===== src/rtl/eeprom_wfe_pkg.sv =====
// Shared constants and the engine state type for the EEPROM write slave.
// Assumes a control byte of four code bits, three select bits and a direction bit.
package eeprom_wfe_pkg;
    localparam int SEL_W = 3;
    localparam logic [3:0] CTRL_CODE = 4'b1010;

    typedef enum logic [2:0] {
        ST_IDLE,
        ST_CTRL,
        ST_AHI,
        ST_ALO,
        ST_DATA
    } wfe_state_t;
endpackage


===== src/rtl/i2c_line_events.sv =====
// Derives bus clock edges and Start/Stop conditions from synchronised lines.
// Assumes scl_i and sda_i are glitch-free and already in the clk domain.
module i2c_line_events (
    input  logic clk,
    input  logic rst_n,
    input  logic scl_i,
    input  logic sda_i,
    output logic scl_rise,
    output logic scl_fall,
    output logic start_ev,
    output logic stop_ev
);
    logic scl_q;
    logic sda_q;

    // Keep the previous line levels; an idle bus reads high.
    always_ff @(posedge clk) begin
        if (!rst_n) begin
            scl_q <= 1'b1;
            sda_q <= 1'b1;
        end else begin
            scl_q <= scl_i;
            sda_q <= sda_i;
        end
    end

    assign scl_rise = scl_i & ~scl_q;
    assign scl_fall = ~scl_i & scl_q;
    assign start_ev = scl_i & scl_q & sda_q & ~sda_i;
    assign stop_ev  = scl_i & scl_q & ~sda_q & sda_i;
endmodule


===== src/rtl/i2c_byte_receiver.sv =====
// Shifts in eight bits MSB first on clock rises and marks the ninth-clock window.
// Assumes restart is asserted on every Start or Stop to realign the counter.
module i2c_byte_receiver (
    input  logic       clk,
    input  logic       rst_n,
    input  logic       scl_rise,
    input  logic       scl_fall,
    input  logic       restart,
    input  logic       sda_i,
    output logic       byte_done,
    output logic [7:0] byte_val,
    output logic       ack_open,
    output logic       ack_close
);
    logic [3:0] bit_cnt;
    logic [6:0] shreg;

    // Count bit clocks, assemble the byte and flag the acknowledge window edges.
    always_ff @(posedge clk) begin
        if (!rst_n) begin
            bit_cnt   <= 4'd0;
            shreg     <= 7'd0;
            byte_done <= 1'b0;
            byte_val  <= 8'd0;
            ack_open  <= 1'b0;
            ack_close <= 1'b0;
        end else begin
            byte_done <= 1'b0;
            ack_open  <= 1'b0;
            ack_close <= 1'b0;
            if (restart) begin
                bit_cnt <= 4'd0;
            end else if (scl_rise) begin
                if (bit_cnt < 4'd8) begin
                    shreg   <= {shreg[5:0], sda_i};
                    bit_cnt <= bit_cnt + 4'd1;
                    if (bit_cnt == 4'd7) begin
                        byte_done <= 1'b1;
                        byte_val  <= {shreg, sda_i};
                    end
                end else if (bit_cnt == 4'd8) begin
                    bit_cnt <= 4'd9;
                end
            end else if (scl_fall) begin
                if (bit_cnt == 4'd8) begin
                    ack_open <= 1'b1;
                end else if (bit_cnt == 4'd9) begin
                    ack_close <= 1'b1;
                    bit_cnt   <= 4'd0;
                end
            end
        end
    end
endmodule


===== src/rtl/eeprom_addr_pointer.sv =====
// Address pointer with a full load and a page-local increment that wraps.
// Assumes PAGE_BITS is between 1 and ADDR_W.
module eeprom_addr_pointer #(
    parameter int ADDR_W    = 16,
    parameter int PAGE_BITS = 6
) (
    input  logic              clk,
    input  logic              rst_n,
    input  logic              load,
    input  logic [ADDR_W-1:0] load_val,
    input  logic              step,
    output logic [ADDR_W-1:0] ptr
);
    logic [ADDR_W-1:0] stepped;

    generate
        if (PAGE_BITS >= ADDR_W) begin : g_whole
            assign stepped = ptr + 1'b1;
        end else begin : g_page
            logic [PAGE_BITS-1:0] low_next;
            assign low_next = ptr[PAGE_BITS-1:0] + 1'b1;
            assign stepped  = {ptr[ADDR_W-1:PAGE_BITS], low_next};
        end
    endgenerate

    // Load a new pointer or advance within the page.
    always_ff @(posedge clk) begin
        if (!rst_n) begin
            ptr <= '0;
        end else if (load) begin
            ptr <= load_val;
        end else if (step) begin
            ptr <= stepped;
        end
    end
endmodule


===== src/rtl/serial_eeprom_write_slave.sv =====
// Write front-end of a two-wire EEPROM slave: control match, address capture,
// per-byte write strobes and a commit on Stop. Assumes synchronised inputs
// and that the bus clock half-period spans at least three system clocks.
module serial_eeprom_write_slave
    import eeprom_wfe_pkg::*;
#(
    parameter int WORD_BITS = 13,
    parameter int PAGE_BITS = 6,
    localparam int ADDR_W   = SEL_W + WORD_BITS
) (
    input  logic              clk,
    input  logic              rst_n,
    input  logic              scl_i,
    input  logic              sda_i,
    input  logic [SEL_W-1:0]  strap_sel,
    input  logic              busy_i,
    output logic              sda_drive,
    output logic              wr_valid,
    output logic [ADDR_W-1:0] wr_addr,
    output logic [7:0]        wr_data,
    output logic [ADDR_W-1:0] addr_ptr,
    output logic              commit_req,
    output logic              read_req
);
    localparam int HI_W = WORD_BITS - 8;

    logic scl_rise, scl_fall, start_ev, stop_ev;
    logic byte_done, ack_open, ack_close;
    logic [7:0] byte_val;

    wfe_state_t        state;
    logic              ack_arm;
    logic              got_data;
    logic [SEL_W-1:0]  sel_q;
    logic [HI_W-1:0]   hi_q;
    logic              accept;
    logic              ctrl_hit;
    logic              ptr_load;
    logic              ptr_step;
    logic [ADDR_W-1:0] load_val;

    i2c_line_events u_evt (
        .clk      (clk),
        .rst_n    (rst_n),
        .scl_i    (scl_i),
        .sda_i    (sda_i),
        .scl_rise (scl_rise),
        .scl_fall (scl_fall),
        .start_ev (start_ev),
        .stop_ev  (stop_ev)
    );

    i2c_byte_receiver u_rx (
        .clk       (clk),
        .rst_n     (rst_n),
        .scl_rise  (scl_rise),
        .scl_fall  (scl_fall),
        .restart   (start_ev | stop_ev),
        .sda_i     (sda_i),
        .byte_done (byte_done),
        .byte_val  (byte_val),
        .ack_open  (ack_open),
        .ack_close (ack_close)
    );

    // Decode which completed byte is accepted and what it does to the pointer.
    always_comb begin
        accept   = byte_done && !busy_i;
        ctrl_hit = (byte_val[7:4] == CTRL_CODE) && (byte_val[3:1] == strap_sel);
        ptr_load = accept && (state == ST_ALO);
        ptr_step = accept && (state == ST_DATA);
        load_val = {sel_q, hi_q, byte_val};
    end

    eeprom_addr_pointer #(
        .ADDR_W    (ADDR_W),
        .PAGE_BITS (PAGE_BITS)
    ) u_ptr (
        .clk      (clk),
        .rst_n    (rst_n),
        .load     (ptr_load),
        .load_val (load_val),
        .step     (ptr_step),
        .ptr      (addr_ptr)
    );

    // Transfer sequencing, acknowledge drive and output strobes.
    always_ff @(posedge clk) begin
        if (!rst_n) begin
            state      <= ST_IDLE;
            ack_arm    <= 1'b0;
            got_data   <= 1'b0;
            sel_q      <= '0;
            hi_q       <= '0;
            sda_drive  <= 1'b0;
            wr_valid   <= 1'b0;
            wr_addr    <= '0;
            wr_data    <= '0;
            commit_req <= 1'b0;
            read_req   <= 1'b0;
        end else begin
            wr_valid   <= 1'b0;
            commit_req <= 1'b0;
            read_req   <= 1'b0;
            if (start_ev) begin
                state     <= ST_CTRL;
                ack_arm   <= 1'b0;
                sda_drive <= 1'b0;
                got_data  <= 1'b0;
            end else if (stop_ev) begin
                commit_req <= (state == ST_DATA) && got_data;
                state      <= ST_IDLE;
                ack_arm    <= 1'b0;
                sda_drive  <= 1'b0;
                got_data   <= 1'b0;
            end else begin
                if (byte_done) begin
                    ack_arm <= 1'b0;
                    if (busy_i) begin
                        state <= ST_IDLE;
                    end else begin
                        case (state)
                            ST_CTRL: begin
                                if (ctrl_hit) begin
                                    ack_arm <= 1'b1;
                                    sel_q   <= byte_val[3:1];
                                    if (byte_val[0]) begin
                                        read_req <= 1'b1;
                                        state    <= ST_IDLE;
                                    end else begin
                                        state <= ST_AHI;
                                    end
                                end else begin
                                    state <= ST_IDLE;
                                end
                            end
                            ST_AHI: begin
                                hi_q    <= byte_val[HI_W-1:0];
                                ack_arm <= 1'b1;
                                state   <= ST_ALO;
                            end
                            ST_ALO: begin
                                ack_arm  <= 1'b1;
                                got_data <= 1'b0;
                                state    <= ST_DATA;
                            end
                            ST_DATA: begin
                                ack_arm  <= 1'b1;
                                got_data <= 1'b1;
                                wr_valid <= 1'b1;
                                wr_addr  <= addr_ptr;
                                wr_data  <= byte_val;
                            end
                            default: state <= ST_IDLE;
                        endcase
                    end
                end
                if (ack_open) begin
                    sda_drive <= ack_arm;
                    ack_arm   <= 1'b0;
                end else if (ack_close) begin
                    sda_drive <= 1'b0;
                end
            end
        end
    end
endmodule


===== config.mk =====
export PLATFORM = sky130hd
export DESIGN_NAME = serial_eeprom_write_slave
export DESIGN_NICKNAME = d
export VERILOG_FILES = /design/src/rtl/eeprom_wfe_pkg.sv /design/src/rtl/i2c_line_events.sv /design/src/rtl/i2c_byte_receiver.sv /design/src/rtl/eeprom_addr_pointer.sv /design/src/rtl/serial_eeprom_write_slave.sv
export SDC_FILE = /design/constraint.sdc
export NUM_CORES = 1
export LEC_CHECK = 0
export ABC_AREA = 1
export CAP_MARGIN = 20
export CORE_MARGIN = 1
export CORE_UTILIZATION = 50
export DETAILED_ROUTE_END_ITERATION = 7
export PLACE_DENSITY = 0.76
export SLEW_MARGIN = 25
export SYNTH_ARGS = -nofsm -noshare
export SYNTH_HDL_FRONTEND = slang
export SYNTH_HIERARCHICAL = 1
export SYNTH_SLANG_ARGS = --single-unit

===== constraint.sdc =====
create_clock -name clk -period 2.3 [get_ports clk]
set_clock_uncertainty 0.2 [all_clocks]
set_input_delay 0.23 -clock clk [delete_from_list [all_inputs] [get_ports clk]]
set_output_delay 0.23 -clock clk [all_outputs]
set_load 0.02 [all_outputs]

### Word level (Yosys, flattened, before mapping)

Cells that the tools add are included.

* register bits: 81
* output and inout bits: 44
* logic and storage cells: 118

* add/subtract/negate cells: 2
* order comparisons: 1
* equality and inequality tests: 13
* multiplexer cells: 26
* bitwise gates (word level): 23
* reduce and logical (&&, ||, !) cells: 31

Operators with widths (number)
* 4-bit 2-to-1 mux: 6
* 16-bit 2-to-1 mux: 1
* 1-bit NOT: 15
* 4-bit == test (second input constant): 3
* 1-bit 2-to-1 mux: 12
* 3-bit case mux with 4 select lines: 1
* 4-bit OR reduction: 3
* 5-bit AND reduction: 2
* 2-bit nonzero test: 5
* 5-bit OR reduction: 2
* 3-bit OR reduction: 3
* 4-bit AND reduction: 2
* 1-bit bitwise AND: 7
* 7-bit OR reduction: 1
* 6-bit by 1-bit adder with 6-bit output (second input constant): 1
* 3-bit by 2-bit == test with 1-bit output (second input constant): 2
* 3-bit 2-to-1 mux: 2
* 6-bit 2-to-1 mux: 1
* 3-bit AND reduction: 2
* 6-bit AND reduction: 1
* 1-bit logical AND: 5
* 4-bit by 1-bit adder with 4-bit output (second input constant): 1
* 4-bit by 3-bit == test with 1-bit output (second input constant): 1
* 4-bit less-than comparator (second input constant): 1
* other kinds (13): 16

### Longest topological paths before layout

* depth after elaboration: 8
* mapped depth: 12

### By module

The synthesis kept the hierarchy.

By module, submodules not included
* serial_eeprom_write_slave: instances 1, cells an instance 222, area an instance 1655.3 sq um, sequential area each 820.8 sq um
* i2c_byte_receiver: instances 1, cells an instance 117, area an instance 914.6 sq um, sequential area each 440.4 sq um
* eeprom_addr_pointer: instances 1, cells an instance 96, area an instance 721.9 sq um, sequential area each 320.3 sq um
* i2c_line_events: instances 1, cells an instance 15, area an instance 88.8 sq um, sequential area each 40.0 sq um

### Worst setup path before layout

OpenSTA, ideal clock, no wires.

* path kind: register -> register
* start point: register u_evt.scl_q
* end point: register u_rx.byte_val[7]
* library setup time: 0.116 ns
* arrival: 1.417 ns
* required time: 1.984 ns
* setup slack: 0.567 ns
* cell stages (with the launch flop): 10
* buffers on the path: 0
* path through: dfxtp_1 -> nand2_1 -> nor2_1 -> nor2_4 -> inv_2 -> clkinv_1 -> nand3_4 -> clkinv_2 -> nor2_1 -> nor2_1

* longest elaborated chain between the ends: 6

Ends and longest elaborated chain
* from (decl): RTL line i2c_line_events.sv:13 `logic scl_q;`
* from (signal assigned): RTL line i2c_line_events.sv:22 `scl_q <= scl_i;`
* 1-bit bitwise AND (3 in a row): RTL line i2c_line_events.sv:30 `assign stop_ev = scl_i & scl_q & ~sda_q & sda_i;`
* net stop_ev: RTL line serial_eeprom_write_slave.sv:27 `logic scl_rise, scl_fall, start_ev, stop_ev;`
* 1-bit bitwise OR: RTL line serial_eeprom_write_slave.sv:58 `.restart (start_ev | stop_ev),`
* 1-bit NOT (no line)
* 4-bit AND reduction (no line)
* to (signal assigned): RTL line i2c_byte_receiver.sv:39 `byte_val <= {shreg, sda_i};`
* to (decl): RTL line i2c_byte_receiver.sv:11 `output logic [7:0] byte_val,`

The timed path passes the listed nets, and every way through them passes these cells.
A chain may end at the register's enable or synchronous reset.

### Worst setup path after layout

* start point: register u_ptr.ptr[2]
* end point: output addr_ptr[2]

RTL lines
* from (decl): RTL line eeprom_addr_pointer.sv:12 `output logic [ADDR_W-1:0] ptr`
* from (signal assigned): RTL line eeprom_addr_pointer.sv:31 `ptr <= load_val;`
* from (signal assigned): RTL line eeprom_addr_pointer.sv:33 `ptr <= stepped;`
* to (decl): RTL line serial_eeprom_write_slave.sv:21 `output logic [ADDR_W-1:0] addr_ptr,`

No word-level cell between the ends.

==> impl_metrics.toml <==
[status]
outcome = "complete, but fails checks"
violations = "DRC"

[worst_setup_path]
crit_arrival_ns = 1.47
critPathKind = "flop to output port"
end_kind = "output port"
path_depth = 1
path_cells = "clkdlybuf4s50_1"
worstSetupStartpointType = "flop"
slowest_delay_ns = 0.66
r2r_cells = 8
cp.required_ns = 1.87
cp_num_buf_inv = 1
cp_slowest_cell = "clkdlybuf4s50_1"
path_delay_family = "buffers and inverters"
path_max_fanout = 6

[timing]
setup_viol = 0
max_freq_mhz = 525.9
slew_violations = 0
fin_tns_setup_ns = 0
tightest_slew_ns = 0.3522
hold_viol = 0
rsz0062_at_grt = "false"
period_share_pct = 82.68
slew_headroom_pct = 76.31
finalCriticalPeriod_ns = 1.902

[power_and_ir_drop]
p_sw_share_pct = 24.56
p_comb_share_pct = 3.9
clkPwrFrac_pct = 39.2
leakage_nw = 1.769
p_int_mw = 1.873
p_seq_share_pct = 56.9
p_total_mw = 2.483
cellPowerDensity_nw_per_um2 = 594.4
switchingPower_mw = 0.6097
ir_drop_uv = 347.1

[floorplan]
top_level_ports = 52
die_h_um = 84.23
die_w_um = 84.23
rows = 29
die_area_um2 = 7095
core_um2 = 6422
start_util_pct = 52.64

[route]
drcViolationCount = 11
dr.pass1.iters = 7
dr.first_iter.drc_count = 196
route.vias.total = 3053
post_drt_wl_per_cell_um = 13.11
viasPerCell = 5.192
final_antenna_net_count = 0
routed_wl_mm = 7.707

[logic_synthesis]
synth-async-reset-ratio_pct = 0
syn_inst = 450
synth_edf_count = 0
yosysWarnings = 6
yosysTopAreaCell = "dfxtp_1"
ys_ff_latch = 81
avgSynthCellArea_um2 = 7.513
yosys-top-cells-area = "dfxtp_1 48%, nor2_1 11%, nand2_1 7.3%"
synth_nets = 462
ys_seq_area_share_pct = 47.96
synth_cell_types = 34
synth_commonest_cells = "100 x nor2_1, 81 x dfxtp_1, 66 x nand2_1"
syn_area_um2 = 3381
synth_top_area_share_pct = 47.96
yosysMostFrequentCell = "nor2_1"
synth-main-ff-cell = "dfxtp_1"

[clock_tree]
numCtsBuffers = 9
clock_latency_ns = 0.35
root_buffer = "clkbuf_8"
cts_sinks = 81
h-tree-depth = 3
cts_setup_buffers = 0
path_clk_slew_ns = 0.08
clk_path_buf_depth = 2
cts_tree = "built"
ctsResizeCount = 0
cts.hold.buffers_added = 0

[grt]
antenna_found_initial = 0
grt-ovfl-total = 0
grt_pass1_wl_mm = 13.23
first_global_vias = 2875
grt_max_degree = 30
grt.total_usage_pct = 23.48

[layout]
fin_nets = 518
diodes = 0
area_growth_syn_to_layout_pct = 23.54
fin_area_um2 = 4177
final_util_pct = 65.03
drive_above_1_share_pct = 9.393

[placed_design]
dp_hpwl_mm = 5.397
place_congestion = 0.9292
io_buffer_count = 51
placed_area_um2 = 3990

[run]
maxCapViolCount = 0

[worst_hold_path]
holdPathStages = 2
hold_class = "flop to flop"
==> per-stage QoR <==
step / hold slack, ns / worst slack (ns) / cells
after floorplan: 0.09869 / 0.5672 / 450
after detailed placement: 0.2573 / 0.06289 / 572
after global placement: 0.2533 / 0.1063 / 572
final: 0.2697 / 0.3983 / 588
after CTS: 0.2638 / 0.3843 / 588
after global routing: 0.2802 / 0.2143 / 588
==> cell type report <==
class	instances	area (µm²)
timing repair buffer	59	608.1
sequential	81	1622
inverter	47	177.7
clock inverter	6	48.80
multi-input combinational	308	1486
tap	77	96.34
clock buffer	10	137.6
fill	542	2246
==> layout by cell type, fill, tap and decap left out, types with 4 or more instances in the layout <==
| cell type | instances |
|---|---|
| nor2_1 | 100 |
| dfxtp_1 | 81 |
| nand2_1 | 66 |
| clkdlybuf4s50_1 | 51 |
| o21ai_0 | 43 |
| inv_1 | 36 |
| a21oi_1 | 35 |
| nand3_1 | 25 |
| clkbuf_8 | 10 |
| inv_2 | 8 |
| o21ai_1 | 7 |
| nor2_4 | 6 |
| buf_4 | 5 |
| a22oi_1 | 4 |
| ha_1 | 4 |
==> layer usage <==
layer	up-vias	global-route usage, %	share of wire [%]
met5	-	0	0
met4	0	10.97	1.5
met3	15	4.130	4.3
met2	72	37.78	48
met1	1409	30.83	46
li1	1557	-	-
==> power by group through the flow <==
stage	Clock (mW)	Combinational, mW	Sequential [mW]
2_1_floorplan	0	0.0608	1.45
3_3_place_gp	0	0.0937	1.45
3_5_place_dp	0	0.0957	1.45
4_1_cts	0.997	0.0961	1.41
5_1_grt	1.06	0.108	1.41
6_report	0.973	0.0965	1.41
==> cell families (layout without fill, tap and decap cells) <==
| kind of cell | after synthesis | after routing | share of synthesized area, % |
|---|---|---|---|
| adder cells (fa/ha/maj) | 4 | 4 | 1.480 |
| flip-flops | 81 | 81 | 47.96 |
| XOR/XNOR | 2 | 2 | 0.5182 |
| AO/OA/AOI/OAI | 92 | 92 | 14.14 |
| AND/OR/NAND/NOR | 210 | 210 | 27.83 |
| buffers and inverters | 61 | 122 | 8.068 |
==> registers in the layout, indices dropped and copies added, names as in the netlist, 3 cells and up <==
| register | count |
|---|---|
| u_ptr/ptr | 16 |
| wr_addr | 16 |
| u_rx/byte_val | 8 |
| wr_data | 8 |
| u_rx/shreg | 7 |
| hi_q | 5 |
| u_rx/bit_cnt | 4 |
| sel_q | 3 |
| state | 3 |
==> worst reg2reg max path: stages (launching register included) <==
cell and delay (ns):
dfxtp_1 0.45, inv_1 0.09, nor2_1 0.23, inv_1 0.10, nor3_2 0.19, buf_12 0.20, nor2_4 0.06, a22oi_1 0.16
a21oi_1 0.09
==> worst paths after layout <==
check	start	to	slack, ns
setup / recovery	u_ptr/ptr[2]$_SDFFE_PN0P_	addr_ptr[2]	0.40
hold / removal	u_rx/shreg[6]$_SDFFE_PN0P_	u_rx/shreg[6]$_SDFFE_PN0P_	0.27
setup reg to reg	state[1]$_SDFFE_PP0P_	u_ptr/ptr[3]$_SDFFE_PN0P_	0.41
hold reg to reg	u_rx/shreg[6]$_SDFFE_PN0P_	u_rx/shreg[6]$_SDFFE_PN0P_	0.27
Note: power is estimated with default switching activity, not from simulation.
